## src/rtl/dbgflag_pkg.sv

```systemverilog
package dbgflag_pkg;

    typedef enum logic [1:0] {
        SZ_BYTE  = 2'd0,
        SZ_HALF  = 2'd1,
        SZ_WORD  = 2'd2,
        SZ_DWORD = 2'd3
    } acc_size_e;

    // Packed so that go lands on bit 0 and resume on bit 1.
    typedef struct packed {
        logic resume;
        logic go;
    } flag_t;

    function automatic logic [31:0] flag_word(flag_t f);
        return {30'b0, f};
    endfunction

endpackage

```

## src/rtl/dbgflag_decode.sv

```systemverilog
module dbgflag_decode
    import dbgflag_pkg::*;
#(
    parameter int NUM_HARTS     = 4,
    parameter int ADDR_W        = 12,
    parameter int FLAGS_BASE    = 'h400,
    parameter int GOING_ADDR    = 'h100,
    parameter int RESUMING_ADDR = 'h108,
    localparam int ID_W         = (NUM_HARTS > 1) ? $clog2(NUM_HARTS) : 1
) (
    input  logic                 clk,
    input  logic                 rst,
    input  logic                 bus_valid,
    input  logic                 bus_we,
    input  logic [ADDR_W-1:0]    bus_addr,
    input  logic [1:0]           bus_size,
    input  logic [31:0]          bus_wdata,
    output logic [NUM_HARTS-1:0] go_clr,
    output logic [NUM_HARTS-1:0] resume_clr,
    output logic                 rd_any,
    output logic                 rd_hit,
    output logic [ID_W-1:0]      rd_idx,
    output logic                 err
);

    logic              store, at_going, at_resuming, is_word, bad_size;
    logic [ADDR_W-1:0] offset;

    always_comb begin
        store       = bus_valid && bus_we;
        at_going    = store && (bus_addr == ADDR_W'(GOING_ADDR));
        at_resuming = store && (bus_addr == ADDR_W'(RESUMING_ADDR));
        is_word     = (acc_size_e'(bus_size) == SZ_WORD);
        bad_size    = (at_going || at_resuming) && !is_word;
        offset      = bus_addr - ADDR_W'(FLAGS_BASE);
        rd_any      = bus_valid && !bus_we;
        rd_hit      = rd_any && (offset < ADDR_W'(NUM_HARTS));
        rd_idx      = offset[ID_W-1:0];
    end

    // One hart-ID comparator per hart: data outside 0..NUM_HARTS-1 hits none.
    for (genvar h = 0; h < NUM_HARTS; h++) begin : g_id
        logic id_match;
        assign id_match      = (bus_wdata == 32'(h));
        assign go_clr[h]     = at_going    && is_word && id_match;
        assign resume_clr[h] = at_resuming && is_word && id_match;
    end

    always_ff @(posedge clk) begin
        if (rst) err <= 1'b0;
        else     err <= bad_size;
    end

    // a wrong-size acknowledge store is reported in the next cycle
    p_err_pulse_r4: assert property (@(posedge clk) disable iff (rst)
        (bus_valid && bus_we && bus_size != 2'd2 &&
         (bus_addr == ADDR_W'(GOING_ADDR) || bus_addr == ADDR_W'(RESUMING_ADDR)))
        |=> err);

    // a single store names at most one hart
    p_one_clear_r3: assert property (@(posedge clk) disable iff (rst)
        $onehot0(go_clr) && $onehot0(resume_clr));

endmodule

```

## src/rtl/dbgflag_cell.sv

```systemverilog
module dbgflag_cell
    import dbgflag_pkg::*;
(
    input  logic  clk,
    input  logic  rst,
    input  logic  go_set,
    input  logic  resume_set,
    input  logic  go_clr,
    input  logic  resume_clr,
    output flag_t flag,
    output logic  ack,
    output logic  wake
);

    flag_t nxt;
    logic  ack_nxt;

    always_comb begin
        nxt.go     = (flag.go     || go_set)     && !go_clr;
        nxt.resume = (flag.resume || resume_set) && !resume_clr;
        ack_nxt    = ack;
        if (resume_clr)      ack_nxt = 1'b1;
        else if (resume_set) ack_nxt = 1'b0;
    end

    always_ff @(posedge clk) begin
        if (rst) begin
            flag <= '0;
            ack  <= 1'b1;
            wake <= 1'b0;
        end else begin
            flag <= nxt;
            ack  <= ack_nxt;
            wake <= (nxt != flag);
        end
    end

    // clear beats set on the start bit
    p_go_clear_wins_r7: assert property (@(posedge clk) disable iff (rst)
        go_clr |=> !flag.go);

    // a lone resume request raises the bit and drops the acknowledge
    p_resume_req_r5: assert property (@(posedge clk) disable iff (rst)
        (resume_set && !resume_clr) |=> (flag.resume && !ack));

    // resuming store lowers the bit and raises the acknowledge
    p_resume_ack_r6: assert property (@(posedge clk) disable iff (rst)
        resume_clr |=> (!flag.resume && ack));

    // wake only follows a real change of the byte
    p_wake_change_r8: assert property (@(posedge clk) disable iff (rst)
        wake |-> (flag != $past(flag)));

endmodule

```

## src/rtl/dbgflag_rdport.sv

```systemverilog
module dbgflag_rdport
    import dbgflag_pkg::*;
#(
    parameter int NUM_HARTS = 4,
    localparam int ID_W     = (NUM_HARTS > 1) ? $clog2(NUM_HARTS) : 1
) (
    input  logic                  clk,
    input  logic                  rst,
    input  flag_t [NUM_HARTS-1:0] flags,
    input  logic                  rd_any,
    input  logic                  rd_hit,
    input  logic [ID_W-1:0]       rd_idx,
    output logic [31:0]           rdata,
    output logic                  rvalid
);

    logic [31:0] sel;

    always_comb begin
        sel = '0;
        for (int h = 0; h < NUM_HARTS; h++)
            if (rd_hit && rd_idx == ID_W'(h)) sel = flag_word(flags[h]);
    end

    always_ff @(posedge clk) begin
        if (rst) begin
            rdata  <= '0;
            rvalid <= 1'b0;
        end else begin
            rdata  <= rd_any ? sel : '0;
            rvalid <= rd_any;
        end
    end

    // every load is answered one cycle later
    p_load_answered_r1: assert property (@(posedge clk) disable iff (rst)
        rd_any |=> rvalid);

    // only the two flag bits can ever be nonzero
    p_upper_zero_r1: assert property (@(posedge clk) disable iff (rst)
        rdata[31:2] == '0);

endmodule

```

## src/rtl/dbgflag_store.sv

```systemverilog
module dbgflag_store
    import dbgflag_pkg::*;
#(
    parameter int NUM_HARTS     = 4,
    parameter int ADDR_W        = 12,
    parameter int FLAGS_BASE    = 'h400,
    parameter int GOING_ADDR    = 'h100,
    parameter int RESUMING_ADDR = 'h108
) (
    input  logic                 clk,
    input  logic                 rst,
    input  logic                 bus_valid,
    input  logic                 bus_we,
    input  logic [ADDR_W-1:0]    bus_addr,
    input  logic [1:0]           bus_size,
    input  logic [31:0]          bus_wdata,
    output logic [31:0]          bus_rdata,
    output logic                 bus_rvalid,
    output logic                 bus_err,
    input  logic [NUM_HARTS-1:0] go_set,
    input  logic [NUM_HARTS-1:0] resume_set,
    output logic [NUM_HARTS-1:0] resume_ack,
    output logic [NUM_HARTS-1:0] wake
);

    localparam int ID_W = (NUM_HARTS > 1) ? $clog2(NUM_HARTS) : 1;

    logic [NUM_HARTS-1:0]  go_clr, resume_clr;
    logic                  rd_any, rd_hit;
    logic [ID_W-1:0]       rd_idx;
    flag_t [NUM_HARTS-1:0] flags;

    dbgflag_decode #(
        .NUM_HARTS    (NUM_HARTS),
        .ADDR_W       (ADDR_W),
        .FLAGS_BASE   (FLAGS_BASE),
        .GOING_ADDR   (GOING_ADDR),
        .RESUMING_ADDR(RESUMING_ADDR)
    ) u_decode (
        .clk       (clk),
        .rst       (rst),
        .bus_valid (bus_valid),
        .bus_we    (bus_we),
        .bus_addr  (bus_addr),
        .bus_size  (bus_size),
        .bus_wdata (bus_wdata),
        .go_clr    (go_clr),
        .resume_clr(resume_clr),
        .rd_any    (rd_any),
        .rd_hit    (rd_hit),
        .rd_idx    (rd_idx),
        .err       (bus_err)
    );

    for (genvar h = 0; h < NUM_HARTS; h++) begin : g_hart
        dbgflag_cell u_cell (
            .clk       (clk),
            .rst       (rst),
            .go_set    (go_set[h]),
            .resume_set(resume_set[h]),
            .go_clr    (go_clr[h]),
            .resume_clr(resume_clr[h]),
            .flag      (flags[h]),
            .ack       (resume_ack[h]),
            .wake      (wake[h])
        );
    end

    dbgflag_rdport #(
        .NUM_HARTS(NUM_HARTS)
    ) u_rdport (
        .clk   (clk),
        .rst   (rst),
        .flags (flags),
        .rd_any(rd_any),
        .rd_hit(rd_hit),
        .rd_idx(rd_idx),
        .rdata (bus_rdata),
        .rvalid(bus_rvalid)
    );

    // an error pulse never lasts two cycles when the cause is gone
    p_err_single_r4: assert property (@(posedge clk) disable iff (rst)
        (bus_err && !(bus_valid && bus_we)) |=> !bus_err);

endmodule

```

## config.mk

```make
export PLATFORM = sky130hd
export DESIGN_NAME = dbgflag_store
export DESIGN_NICKNAME = d
export VERILOG_FILES = /design/src/rtl/dbgflag_pkg.sv /design/src/rtl/dbgflag_decode.sv /design/src/rtl/dbgflag_cell.sv /design/src/rtl/dbgflag_rdport.sv /design/src/rtl/dbgflag_store.sv
export SDC_FILE = /design/constraint.sdc
export NUM_CORES = 1
export LEC_CHECK = 0
export BUFFER_PORTS_ARGS = -buffer_cell sky130_fd_sc_hd__buf_2
export CORE_AREA = 8 8 76 78
export DETAILED_ROUTE_END_ITERATION = 8
export DIE_AREA = 0 0 84 86
export PLACE_DENSITY = 0.58
export SLEW_MARGIN = 40
export SYNTH_ARGS = -nofsm -noshare
export SYNTH_HDL_FRONTEND = slang
export SYNTH_SLANG_ARGS = --single-unit
```

## constraint.sdc

```tcl
create_clock -name clk -period 2.9 [get_ports clk]
set_clock_uncertainty 0.2 [all_clocks]
set_input_delay 0.29 -clock clk [delete_from_list [all_inputs] [get_ports clk]]
set_output_delay 0.29 -clock clk [all_outputs]
set_load 0.01 [all_outputs]
```

; Yosys cells after proc, flatten, opt, wreduce, memory -nomap -nowiden
; Cells that the tools add are included.
[op_classes]
magnitude_cmp = 1
n_reduce_logical = 55
n_eq_ne = 13
n_addsub = 1
muxes = 4
bitwise_logic = 1
[ops]
columns = operator, n
row1 = "equality test 32 x 2 -> 1 bit, second input constant", 2
row2 = "equality test 32 x 1 -> 1 bit, second input constant", 1
row3 = zero test 32 bit, 1
row4 = logical AND 1 bit, 28
row5 = "equality test 12 x 9 -> 1 bit, second input constant", 2
row6 = "less-than comparator 12 x 3 -> 1 bit, second input constant", 1
row7 = "subtractor 12 x 11 -> 12 bit, second input constant", 1
row8 = zero test 1 bit, 10
row9 = OR reduction 2 bit, 5
row10 = logical OR 1 bit, 9
row11 = two-way mux 2 bit, 4
row12 = inequality test 2 bit, 4
row13 = "equality test 2 bit, second input constant", 3
row14 = OR reduction 5 bit, 1
row15 = "equality test 2 x 1 -> 1 bit, second input constant", 1
row16 = zero test 2 bit, 1
row17 = inverter 1 bit, 1
[totals]
register_bits = 50
in_bits = 58
wordCells = 95

; Longest topological paths before layout
[depth]
ltp_word = 8
mapped_depth = 6
mapped_depth_nobuf = 5

; Modules after synthesis
; A second synthesis with hierarchy kept.
[unflattened]
cells_unflattened = 141
area_unflattened_um2 = 1300.0
[modules_own_cells]
columns = module, n_inst, cells_each, area_each_um2
row1 = dbgflag_cell, 4, 15, 143.9
row2 = dbgflag_decode, 1, 42, 364.1
row3 = dbgflag_rdport, 1, 39, 360.3

; Least setup slack after synthesis
; No wires, ideal clock.
[synth_path]
path_type = input-to-reg
startpoint = input bus_addr[4]
endpoint = register g_hart[0].u_cell.wake
setup_time_ps = 133
path_stages = 5
setup_slack_ps = 459
t_required_ps = 2567
n_path_buf = 0
t_arrival_ps = 2108
path_cell_list = or4_4 > or4_4 > or4_1 > mux2i_1 > a31oi_1
[synth_via]
elab_chain_len = 7
[synth_rtl]
columns = item, line
row1 = start: declaration, dbgflag_store.sv:14  ; input logic [ADDR_W-1:0] bus_addr,
row2 = equality test 12 x 9 -> 1 bit (on tied branches), "dbgflag_decode.sv:31, dbgflag_decode.sv:32"
row3 = logical AND 1 bit (on tied branches), "dbgflag_decode.sv:31, dbgflag_decode.sv:32"
row4 = logical AND 1 bit (on tied branches) (2 in series), "dbgflag_decode.sv:45, dbgflag_decode.sv:46"
row5 = zero test 1 bit (on tied branches), "dbgflag_cell.sv:19, dbgflag_cell.sv:20"
row6 = logical AND 1 bit (on tied branches), "dbgflag_cell.sv:19, dbgflag_cell.sv:20"
row7 = inequality test 2 bit (*), dbgflag_cell.sv:34  ; wake <= (nxt != flag);
row8 = end signal: assignment, dbgflag_cell.sv:34
row9 = end: declaration, dbgflag_cell.sv:12  ; output logic wake
; Every way passes the cells marked *; elsewhere a longest branch is shown, timed or not.
; A chain may end at the register's enable or synchronous reset.

; Final worst setup path
[layout_path]
startpoint = input bus_addr[4]
endpoint = register g_hart[1].u_cell.wake
[layout_via]
elab_chain_len = 7
[layout_rtl]
columns = item, line
row1 = equality test 12 x 9 -> 1 bit (on tied branches), "dbgflag_decode.sv:31, dbgflag_decode.sv:32"
row2 = logical AND 1 bit (on tied branches), "dbgflag_decode.sv:31, dbgflag_decode.sv:32"
row3 = logical AND 1 bit (on tied branches) (2 in series), "dbgflag_decode.sv:45, dbgflag_decode.sv:46"
row4 = zero test 1 bit (on tied branches), "dbgflag_cell.sv:19, dbgflag_cell.sv:20"
row5 = logical AND 1 bit (on tied branches), "dbgflag_cell.sv:19, dbgflag_cell.sv:20"
row6 = inequality test 2 bit (*), dbgflag_cell.sv:34
row7 = end signal: assignment, dbgflag_cell.sv:34
row8 = end: declaration, dbgflag_cell.sv:12
; Marked as above.

==> summary.txt <==
Synthesis
  – Yosys warns: 0
  – Syn_area_per_cell: 8.49 µm²
  – Synth cell types: 27
  – Area share of the largest cell type after synthesis: 30.2%
  – Synthesis-stage register bit count: 20
  – Gate Count Post-Synth: 156
  – Top cells by area, synth: dfxtp_1 (30%), buf_4 (22%), a211o_1 (4.6%), nor2_1 (4.0%), nor4_1 (3.8%)
  – Post-synth EDFFs: 0
  – Sequential area share after synthesis: 30.2%
  – Most used DFF post-synth: dfxtp_1
  – Mapped Area: 1330 µm²
  – Synth async-reset ratio: 0%
  – Leading area contributor after synthesis: dfxtp_1

STA
  – F_max: 0.423 GHz
  – Final hold slack: 0.0176 ns
  – Crit path time final: 2.37 ns
  – Final Max Tran Viols: 0
  – Final setup TNS: 0 ns
  – Hold Fails Final Rpt: 0
  – Unrepaired setup endpoints after global routing: false
  – Final Setup Violations: 0
  – Period Utilization, post-route: 81.6%

Placed design
  – DP Wirelength: 3160 µm
  – GPL Wtd Cong: 0.720
  – PortBufs: 69

Worst setup path
  – CP dominant cell by count: or4_4
  – Critical-path cell list: buf_2, or4_4, or4_4, or4_1, mux2i_1, a31oi_1
  – Worst-path maximum fanout: 6
  – Arr. time, crit path: 2.29 ns
  – Worst reg2reg path depth: 2
  – Critical path launch point type: primary input
  – Buffers and inverters on the worst path: 1
  – Max incr delay on CP: 0.60 ns
  – Critical path endpoint category: register
  – Critical setup path kind: primary input to register
  – Worst endpoint required time: 2.83 ns
  – CP Depth: 6
  – Slowest stage cell, crit path: or4_4
  – Crit path max-delay family: simple AND/OR/NAND/NOR gates

Layout
  – Number of antenna diodes: 0
  – Most common cell after layout, fill and taps aside: buf_2
  – Area Overhead vs Synth: 21.4%
  – Layout cells sized above 1: 37.3%
  – Most frequent cells in the layout: buf_2 (69), conb_1 (30), dfxtp_1 (20)
  – Final net count: 276
  – Fillers: 497

Detailed routing
  – Final ANT Viol Nets: 0
  – First DRT Iteration DRCs: 39
  – Residual DRC: 0
  – Iteration count of the initial detailed-routing pass: 4
  – Vias per cell: 4.39
  – Vias: 1189
  – Average wire per standard cell: 13.7 µm
  – Detailed Route WL: 3710 µm

Clock tree
  – Clock Latency Late Sink: 0.26 ns
  – CTS tree: yes
  – Clock root buffer: clkbuf_8
  – H-tree lvl count: 1
  – Hold_buf cts: 0
  – TritonCTS buffer count: 3
  – CTS clk-pin slew, worst paths: 0.07 ns
  – Clock Path Buffers: 2
  – Buffers inserted by post-CTS timing repair: 0
  – Post-CTS sizing: 0
  – CTS sink count: 20

Global routing
  – First-pass GRT wire length: 6110 µm
  – Total track usage: 10.2%
  – Grt ovf: 0
  – Largest net degree at the start of global routing: 19
  – Initial antenna violation count: 0
  – Vias in the first global route: 1279

Floorplanning
  – DIE AREA: 7220 µm²
  – Core area: 4600 µm²
  – # IOs: 100
  – Initial Util: 28.8%
  – DIE HEIGHT: 86 µm
  – Rows: 25
  – Die W: 84 µm

Min path
  – Hold Crit Depth: 2
  – Worst hold path class: primary input to register

Job
  – Max capacitance violation total: 0

Power
  – Leak: 0.000789 µW
  – Maximum vdd ir drop: 0.176 mV
  – Power Dens Cells: 397 nW/µm²

Outcome
  – Status: complete, no violations
Yosys cell counts (2+ instances only):
cell / n
mux2i_1: 4
clkbuf_1: 4
and4_1: 2
nor4_2: 2
nor4_1: 8
a211oi_1: 3
nor2b_1: 6
or4_4: 2
nor2_1: 14
or4_1: 3
nand2_1: 4
dfxtp_1: 20
buf_4: 39
a31oi_1: 4
a211o_1: 7
nor3b_1: 3
inv_1: 8
mux4_2: 2
nand4_1: 4
nor3_1: 6
nand3_1: 5
through the flow:
step           power [µW]  worst slack, ns  cell area (µm²)  std cells  util [%]
5_1_grt               677            0.495             1610        271      35.0
3_3_place_gp          431            0.290             1550        267      33.8
2_1_floorplan         413            0.459             1430        185         -
3_5_place_dp          432            0.264             1550        267      33.8
4_1_cts               648            0.538             1610        271      35.0
6_report              639            0.534             1610        271      35.0
kinds of logic after synthesis:
logic type / after synthesis / synth area share (%)
AOI/OAI and AO/OA: 16 / 9.63
buffers and inverters: 51 / 25.5
DFF: 20 / 30.2
muxes: 6 / 6.42
other: 1 / 0.283
and+or+nand+nor: 62 / 28.0
where the power goes:
part / switching, µW / internal (µW)
clock: 91.5 / 121
sequential: 11.4 / 291
combinational: 65.6 / 57.9
total: 168 / 470
registers in the layout (all words and copies together), names as in the netlist:
signal and count:
g_hart.u_cell.wake 4, g_hart.u_cell.ack 4, g_hart.u_cell.flag 8, u_rdport.rvalid 1, u_decode.err 1, u_rdport.rdata 2
worst paths after layout:
check                            from                    end  slack, ns
min reg2reg      g_hart[1].u_cell.ack   g_hart[1].u_cell.ack       0.26
min                            bus_we        u_rdport.rvalid       0.02
max                       bus_addr[4]  g_hart[1].u_cell.wake       0.53
max reg2reg  g_hart[3].u_cell.flag[0]      u_rdport.rdata[0]       1.65
layer usage:
metal	share of wire (%)	wire (µm)	track usage, %	vias to the layer above
li1	-	-	-	616
met1	40	1490	10.7	530
met2	51	1900	17.9	37
met3	6.8	253	4.36	6
met4	1.5	55	3.61	0
met5	0	0	0	-
layout make-up:
type / instances / area, µm² / share of cell area, %
repair buffers: 71 / 360 / 22.4
clock buffers: 4 / 55.1 / 3.42
multi-input cells: 114 / 696 / 43.2
flip-flops and latches: 20 / 400 / 24.9
well taps: 54 / 67.6 / 4.20
inverters: 8 / 30.0 / 1.87
Note: power is estimated with default switching activity, not from simulation.
